==> src/rtl/pkt_status_pkg.sv <==
package pkt_status_pkg;

   typedef enum logic [1:0] {
      RS_IDLE  = 2'd0,
      RS_RX    = 2'd1,
      RS_TX    = 2'd2,
      RS_RXOVF = 2'd3
   } radio_state_e;

   localparam int STATUS_W  = 8;
   localparam int BIT_CRC   = 7;
   localparam int BIT_CS    = 6;
   localparam int BIT_PQT   = 5;
   localparam int BIT_CCA   = 4;
   localparam int BIT_SFD   = 3;
   localparam int BIT_GPO2  = 2;
   localparam int BIT_RSVD  = 1;
   localparam int BIT_GPO0  = 0;
   localparam int GPO_COUNT = 2;

endpackage

==> src/rtl/pkt_status_gpo_sync.sv <==
module pkt_status_gpo_sync #(
   parameter int STAGES = 2
) (
   input  logic clk,
   input  logic rst,
   input  logic pin,
   input  logic inv,
   output logic val
);

   logic [STAGES-1:0] pipe;

   // undo the pin inversion before the value enters the chain
   for (genvar s = 0; s < STAGES; s++) begin : g_stage
      if (s == 0) begin : g_first
         always_ff @(posedge clk) begin
            if (rst) pipe[s] <= 1'b0;
            else     pipe[s] <= pin ^ inv;
         end
      end else begin : g_next
         always_ff @(posedge clk) begin
            if (rst) pipe[s] <= 1'b0;
            else     pipe[s] <= pipe[s-1];
         end
      end
   end

   assign val = pipe[STAGES-1];

endmodule

==> src/rtl/pkt_status_rx_flags.sv <==
module pkt_status_rx_flags (
   input  logic clk,
   input  logic rst,
   input  logic in_rx,
   input  logic in_tx,
   input  logic rx_enter,
   input  logic ovf_enter,
   input  logic crc_valid,
   input  logic crc_ok,
   input  logic sync_det,
   input  logic eop,
   input  logic pkt_drop,
   input  logic pq_ok,
   output logic crc_q,
   output logic pqt_q,
   output logic sfd_q
);

   logic sfd_clr;
   logic pqt_clr;

   assign sfd_clr = eop | pkt_drop | ovf_enter | in_tx;
   assign pqt_clr = rx_enter | ~pq_ok;

   // clear terms are tested first so they win over a coincident set
   always_ff @(posedge clk) begin
      if (rst) begin
         crc_q <= 1'b0;
         pqt_q <= 1'b0;
         sfd_q <= 1'b0;
      end else begin
         if (rx_enter)       crc_q <= 1'b0;
         else if (crc_valid) crc_q <= crc_ok;

         if (pqt_clr)        pqt_q <= 1'b0;
         else if (in_rx)     pqt_q <= 1'b1;

         if (sfd_clr)                sfd_q <= 1'b0;
         else if (in_rx && sync_det) sfd_q <= 1'b1;
      end
   end

endmodule

==> src/rtl/pkt_status_link.sv <==
module pkt_status_link (
   input  logic clk,
   input  logic rst,
   input  logic in_rx,
   input  logic idle_enter,
   input  logic cs_in,
   output logic cs_q,
   output logic cca_q
);

   always_ff @(posedge clk) begin
      if (rst) begin
         cs_q  <= 1'b0;
         cca_q <= 1'b0;
      end else begin
         if (idle_enter) cs_q <= 1'b0;
         else if (in_rx) cs_q <= cs_in;
         cca_q <= in_rx & ~cs_in;
      end
   end

endmodule

==> src/rtl/pkt_status_reg.sv <==
module pkt_status_reg
   import pkt_status_pkg::*;
#(
   parameter int PQ_W            = 4,
   parameter int GPO_SYNC_STAGES = 2
) (
   input  logic            clk,
   input  logic            rst,
   input  logic [1:0]      radio_state,
   input  logic            rx_restart,
   input  logic            crc_valid,
   input  logic            crc_ok,
   input  logic            sync_det,
   input  logic            eop,
   input  logic            pkt_drop,
   input  logic            cs_in,
   input  logic [PQ_W-1:0] pq_level,
   input  logic [PQ_W-1:0] pq_thresh,
   input  logic            gpo2_pin,
   input  logic            gpo2_inv,
   input  logic            gpo0_pin,
   input  logic            gpo0_inv,
   output logic [7:0]      status
);

   initial begin : elab_checks
      assert (PQ_W >= 1 && PQ_W <= 16)
         else $fatal(1, "PQ_W must lie in 1..16");
      assert (GPO_SYNC_STAGES >= 1 && GPO_SYNC_STAGES <= 4)
         else $fatal(1, "GPO_SYNC_STAGES must lie in 1..4");
      assert (STATUS_W == 8)
         else $fatal(1, "status byte must be 8 bits");
   end

   radio_state_e st_now;
   radio_state_e st_q;
   logic in_rx, in_tx, rx_enter, idle_enter, ovf_enter, pq_ok;
   logic crc_q, pqt_q, sfd_q, cs_q, cca_q;
   logic [GPO_COUNT-1:0] g_pin, g_inv, g_val;

   assign st_now = radio_state_e'(radio_state);

   always_ff @(posedge clk) begin
      if (rst) st_q <= RS_IDLE;
      else     st_q <= st_now;
   end

   assign in_rx      = (st_now == RS_RX);
   assign in_tx      = (st_now == RS_TX);
   assign rx_enter   = in_rx && ((st_q != RS_RX) || rx_restart);
   assign idle_enter = (st_now == RS_IDLE) && (st_q != RS_IDLE);
   assign ovf_enter  = (st_now == RS_RXOVF) && (st_q != RS_RXOVF);
   assign pq_ok      = (pq_level >= pq_thresh);

   pkt_status_rx_flags u_rx_flags (
      .clk       (clk),
      .rst       (rst),
      .in_rx     (in_rx),
      .in_tx     (in_tx),
      .rx_enter  (rx_enter),
      .ovf_enter (ovf_enter),
      .crc_valid (crc_valid),
      .crc_ok    (crc_ok),
      .sync_det  (sync_det),
      .eop       (eop),
      .pkt_drop  (pkt_drop),
      .pq_ok     (pq_ok),
      .crc_q     (crc_q),
      .pqt_q     (pqt_q),
      .sfd_q     (sfd_q)
   );

   pkt_status_link u_link (
      .clk        (clk),
      .rst        (rst),
      .in_rx      (in_rx),
      .idle_enter (idle_enter),
      .cs_in      (cs_in),
      .cs_q       (cs_q),
      .cca_q      (cca_q)
   );

   assign g_pin = {gpo2_pin, gpo0_pin};
   assign g_inv = {gpo2_inv, gpo0_inv};

   for (genvar i = 0; i < GPO_COUNT; i++) begin : g_gpo
      pkt_status_gpo_sync #(.STAGES(GPO_SYNC_STAGES)) u_sync (
         .clk (clk),
         .rst (rst),
         .pin (g_pin[i]),
         .inv (g_inv[i]),
         .val (g_val[i])
      );
   end

   always_comb begin
      status           = '0;
      status[BIT_CRC]  = crc_q;
      status[BIT_CS]   = cs_q;
      status[BIT_PQT]  = pqt_q;
      status[BIT_CCA]  = cca_q;
      status[BIT_SFD]  = sfd_q;
      status[BIT_GPO2] = g_val[1];
      status[BIT_RSVD] = 1'b0;
      status[BIT_GPO0] = g_val[0];
   end

endmodule

==> config.mk <==
export PLATFORM = sky130hd
export DESIGN_NAME = pkt_status_reg
export DESIGN_NICKNAME = d
export VERILOG_FILES = /design/src/rtl/pkt_status_pkg.sv /design/src/rtl/pkt_status_gpo_sync.sv /design/src/rtl/pkt_status_rx_flags.sv /design/src/rtl/pkt_status_link.sv /design/src/rtl/pkt_status_reg.sv
export SDC_FILE = /design/constraint.sdc
export NUM_CORES = 1
export LEC_CHECK = 0
export CAP_MARGIN = 20
export CELL_PAD_IN_SITES_DETAIL_PLACEMENT = 1
export CELL_PAD_IN_SITES_GLOBAL_PLACEMENT = 2
export CORE_AREA = 5 5 60 62
export CTS_CLUSTER_DIAMETER = 50
export DETAILED_ROUTE_END_ITERATION = 7
export DIE_AREA = 0 0 65 67
export MAX_ROUTING_LAYER = met4
export PLACE_DENSITY_LB_ADDON = 0.1
export SYNTH_ARGS = -nofsm -noshare
export SYNTH_HDL_FRONTEND = slang
export SYNTH_SLANG_ARGS = --single-unit
==> constraint.sdc <==
create_clock -name clk -period 1.25 [get_ports clk]
set_input_delay 0.1875 -clock clk [delete_from_list [all_inputs] [get_ports clk]]
set_output_delay 0.1875 -clock clk [all_outputs]
set_load 0.02 [all_outputs]
==> metrics.cfg <==
[floorplan]
core_um2 = 2980
placementRows = 20
die-area_um2 = 4360
pin_count = 31
die_y_um = 67
die_w_um = 65
initial_core_util = 0.181

[setup_path]
path_class = in2reg
worstSetupEndpointType = flop
path_cells = clkdlybuf4s50_1, ha_4, or3b_1, o2111ai_2, a2111oi_2
slowest_delay_ns = 0.45
startpoint_type = primary input
cp_max_fo = 2
slowest_stage = clkdlybuf4s50_1
critPathBufInv = 1
critPathRequiredTime_ns = 1.40
critical_path_arrival_ns = 1.37
crit_family = buffers and inverters

[synthesis]
synthDistinctLibCells = 22
postSynthAreaPerCell_um2 = 9.30
syn_nets = 85
netlist_instances = 58
ys_ff_latch = 11
synth_area_um2 = 539
synth_edf_count = 0
async_reset_ff_frac = 0
ys.flop_type = dfxtp_1
yosysTopAreaCellShare = 0.408
synthMostInstantiatedCell = dfxtp_1
synthTopCellsByArea = dfxtp_1, buf_4, ha_1
synthTopCellsByCount = dfxtp_1, buf_4, inv_1, nor2_1, ha_1
yosys_warnings = 0
ys_seq_area_frac = 0.408
yosysTopAreaCell = dfxtp_1

[pwr]
p_switching_uw = 198
total_power_uw = 802
pwr-share-comb = 0.231
power_frac_seq = 0.466
clockPowerShare = 0.303
max-vdd-ir-drop_mv = 0.423
p_per_area_nw_per_um2 = 886
p_int_uw = 604
netSwitchingFraction = 0.247
p_leak_uw = 0.000399

[cts]
cts_hold_buffers = 0
cts_tree = done
cts.sink_count = 11
insertion_delay_ns = 0.27
path_clk_slew_ns = 0.07
htreeDepth = 1
ctsRootBufferMaster = clkbuf_4
cts_buffers = 3
cts_buffer_depth = 2
cts_setup_buffers = 0

[grt]
antenna_found_initial = 0
grt_max_degree = 7
grt_pass1_wl_um = 2170
grt_pass1_vias = 517
gr-total-overflow = 0
grt_usage = 0.0698

[run]
drv_cap = 0

[timing]
skew_ns = 0.00388
fin_crit_sh = 0.978
hold_slack_ns = 0.437
final.min_clock_period_ns = 1.22
hold_violations = 0
fin_setup_tns_ns = 0
rsz0062_at_grt = false
fin_ws_ns = 0.0278
slew_violations = 0
setup_viol = 0
fmax_mhz = 818

[routing]
wl_per_cell_um = 11.0
vias = 476
drt_drc_violations_left = 0
wl_um = 1320
ant_nets = 0
first_pass_iters = 2
viasPerCell = 3.97
drt-initial-drc-count = 5

[place]
pre_cts_slack_ns = -0.405
gp_congestion = 0.682
portBuffers = 29
placedCellCount = 116
hpwl_um = 1070

[finish]
drive_gt1_frac = 0.184
nFillCells = 343
antennaDiodeCount = 0
stdcell_count = 120
syn_to_final_growth_pct = 68.0
fin_nets = 115

[status]
status = completed

[hold_path]
holdCritPathClass = reg2reg

==> cell usage in the layout (no fill, tap or decap), types with 2 or more instances in the layout <==
master	netlist	routed
ha_4	0	3
nor3_1	3	3
dfxtp_1	11	11
nor2_1	5	5
clkbuf_4	0	3
nand2_1	2	2
a2111oi_2	2	2
clkdlybuf4s50_1	0	19
xnor2_1	2	2
nor2b_1	2	2
inv_1	5	4
dlygate4sd2_1	0	9
a21oi_1	3	3
buf_4	8	5
==> worst register-to-register path, stage by stage, from the launching register on <==
cell and delay, ns:
dfxtp_1 0.33, nor2_1 0.11, a21oi_1 0.11, a2111oi_2 0.32
==> final timing paths <==
kind | endpoint | cells after the start | slack [ns] | from
worst max-delay path | u_rx_flags.pqt_q | 5 | 0.03 | pq_level[1]
worst min-delay path | g_gpo[0].u_sync.val | 1 | 0.44 | g_gpo[0].u_sync.pipe[0]
worst max register to register | u_rx_flags.pqt_q | 3 | 0.29 | st_q[1]
worst min register to register | g_gpo[0].u_sync.val | 1 | 0.44 | g_gpo[0].u_sync.pipe[0]
==> kinds of logic (layout without fill, tap and decap cells) <==
group	Yosys count	in the layout	share of synthesized area
flops	11	11	0.408
buf+inv	14	43	0.153
other cells	1	1	0.00695
mux	1	1	0.0186
compound gates	8	8	0.118
fa+ha+maj	4	4	0.0928
xor+xnor	2	2	0.0325
simple gates	17	17	0.169
==> power groups by stage <==
stage               combinational (uW)  clock, uW  sequential [uW]
finish                             185        243              374
global route                       203        273              377
CTS                                190        267              374
detailed placement                 179          0              383
global placement                   180          0              383
floorplan                         79.5          0              381
==> flip-flops by register name, indices dropped and copies added, names as in the netlist <==
register	flops
u_rx_flags.pqt_q	1
u_rx_flags.crc_q	1
g_gpo.u_sync.pipe	2
g_gpo.u_sync.val	2
u_rx_flags.sfd_q	1
u_link.cca_q	1
st_q	2
u_link.cs_q	1
==> routing by layer <==
layer  vias up  routed length, um  global-route usage
met2        23                578               0.103
li1        241                  -                   -
met3         4                150              0.0253
met4         0                 33              0.0554
met5         -                  0                   -
met1       208                559              0.0754
==> per-stage QoR <==
step	area [um2]	utilization
after global routing	906	0.304
after floorplan	539	-
final	906	0.304
after global placement	845	0.284
after detailed placement	845	0.284
after CTS	903	0.303
==> area by class of cell <==
type | count | area (um2) | area share
timing repair buffer | 34 | 319 | 0.352
multi-input combinational | 33 | 280 | 0.309
sequential | 11 | 220 | 0.243
tap | 33 | 41.3 | 0.0456
clock buffer | 4 | 26.3 | 0.0290
inverter | 5 | 18.8 | 0.0207
==> timing repair <==
action,in CTS,in global routing
resized for setup,14,2
pin swaps,4,2
endpoints found under the setup margin,8,1
gates cloned,0,0
Power figures use the tool's default switching activity.
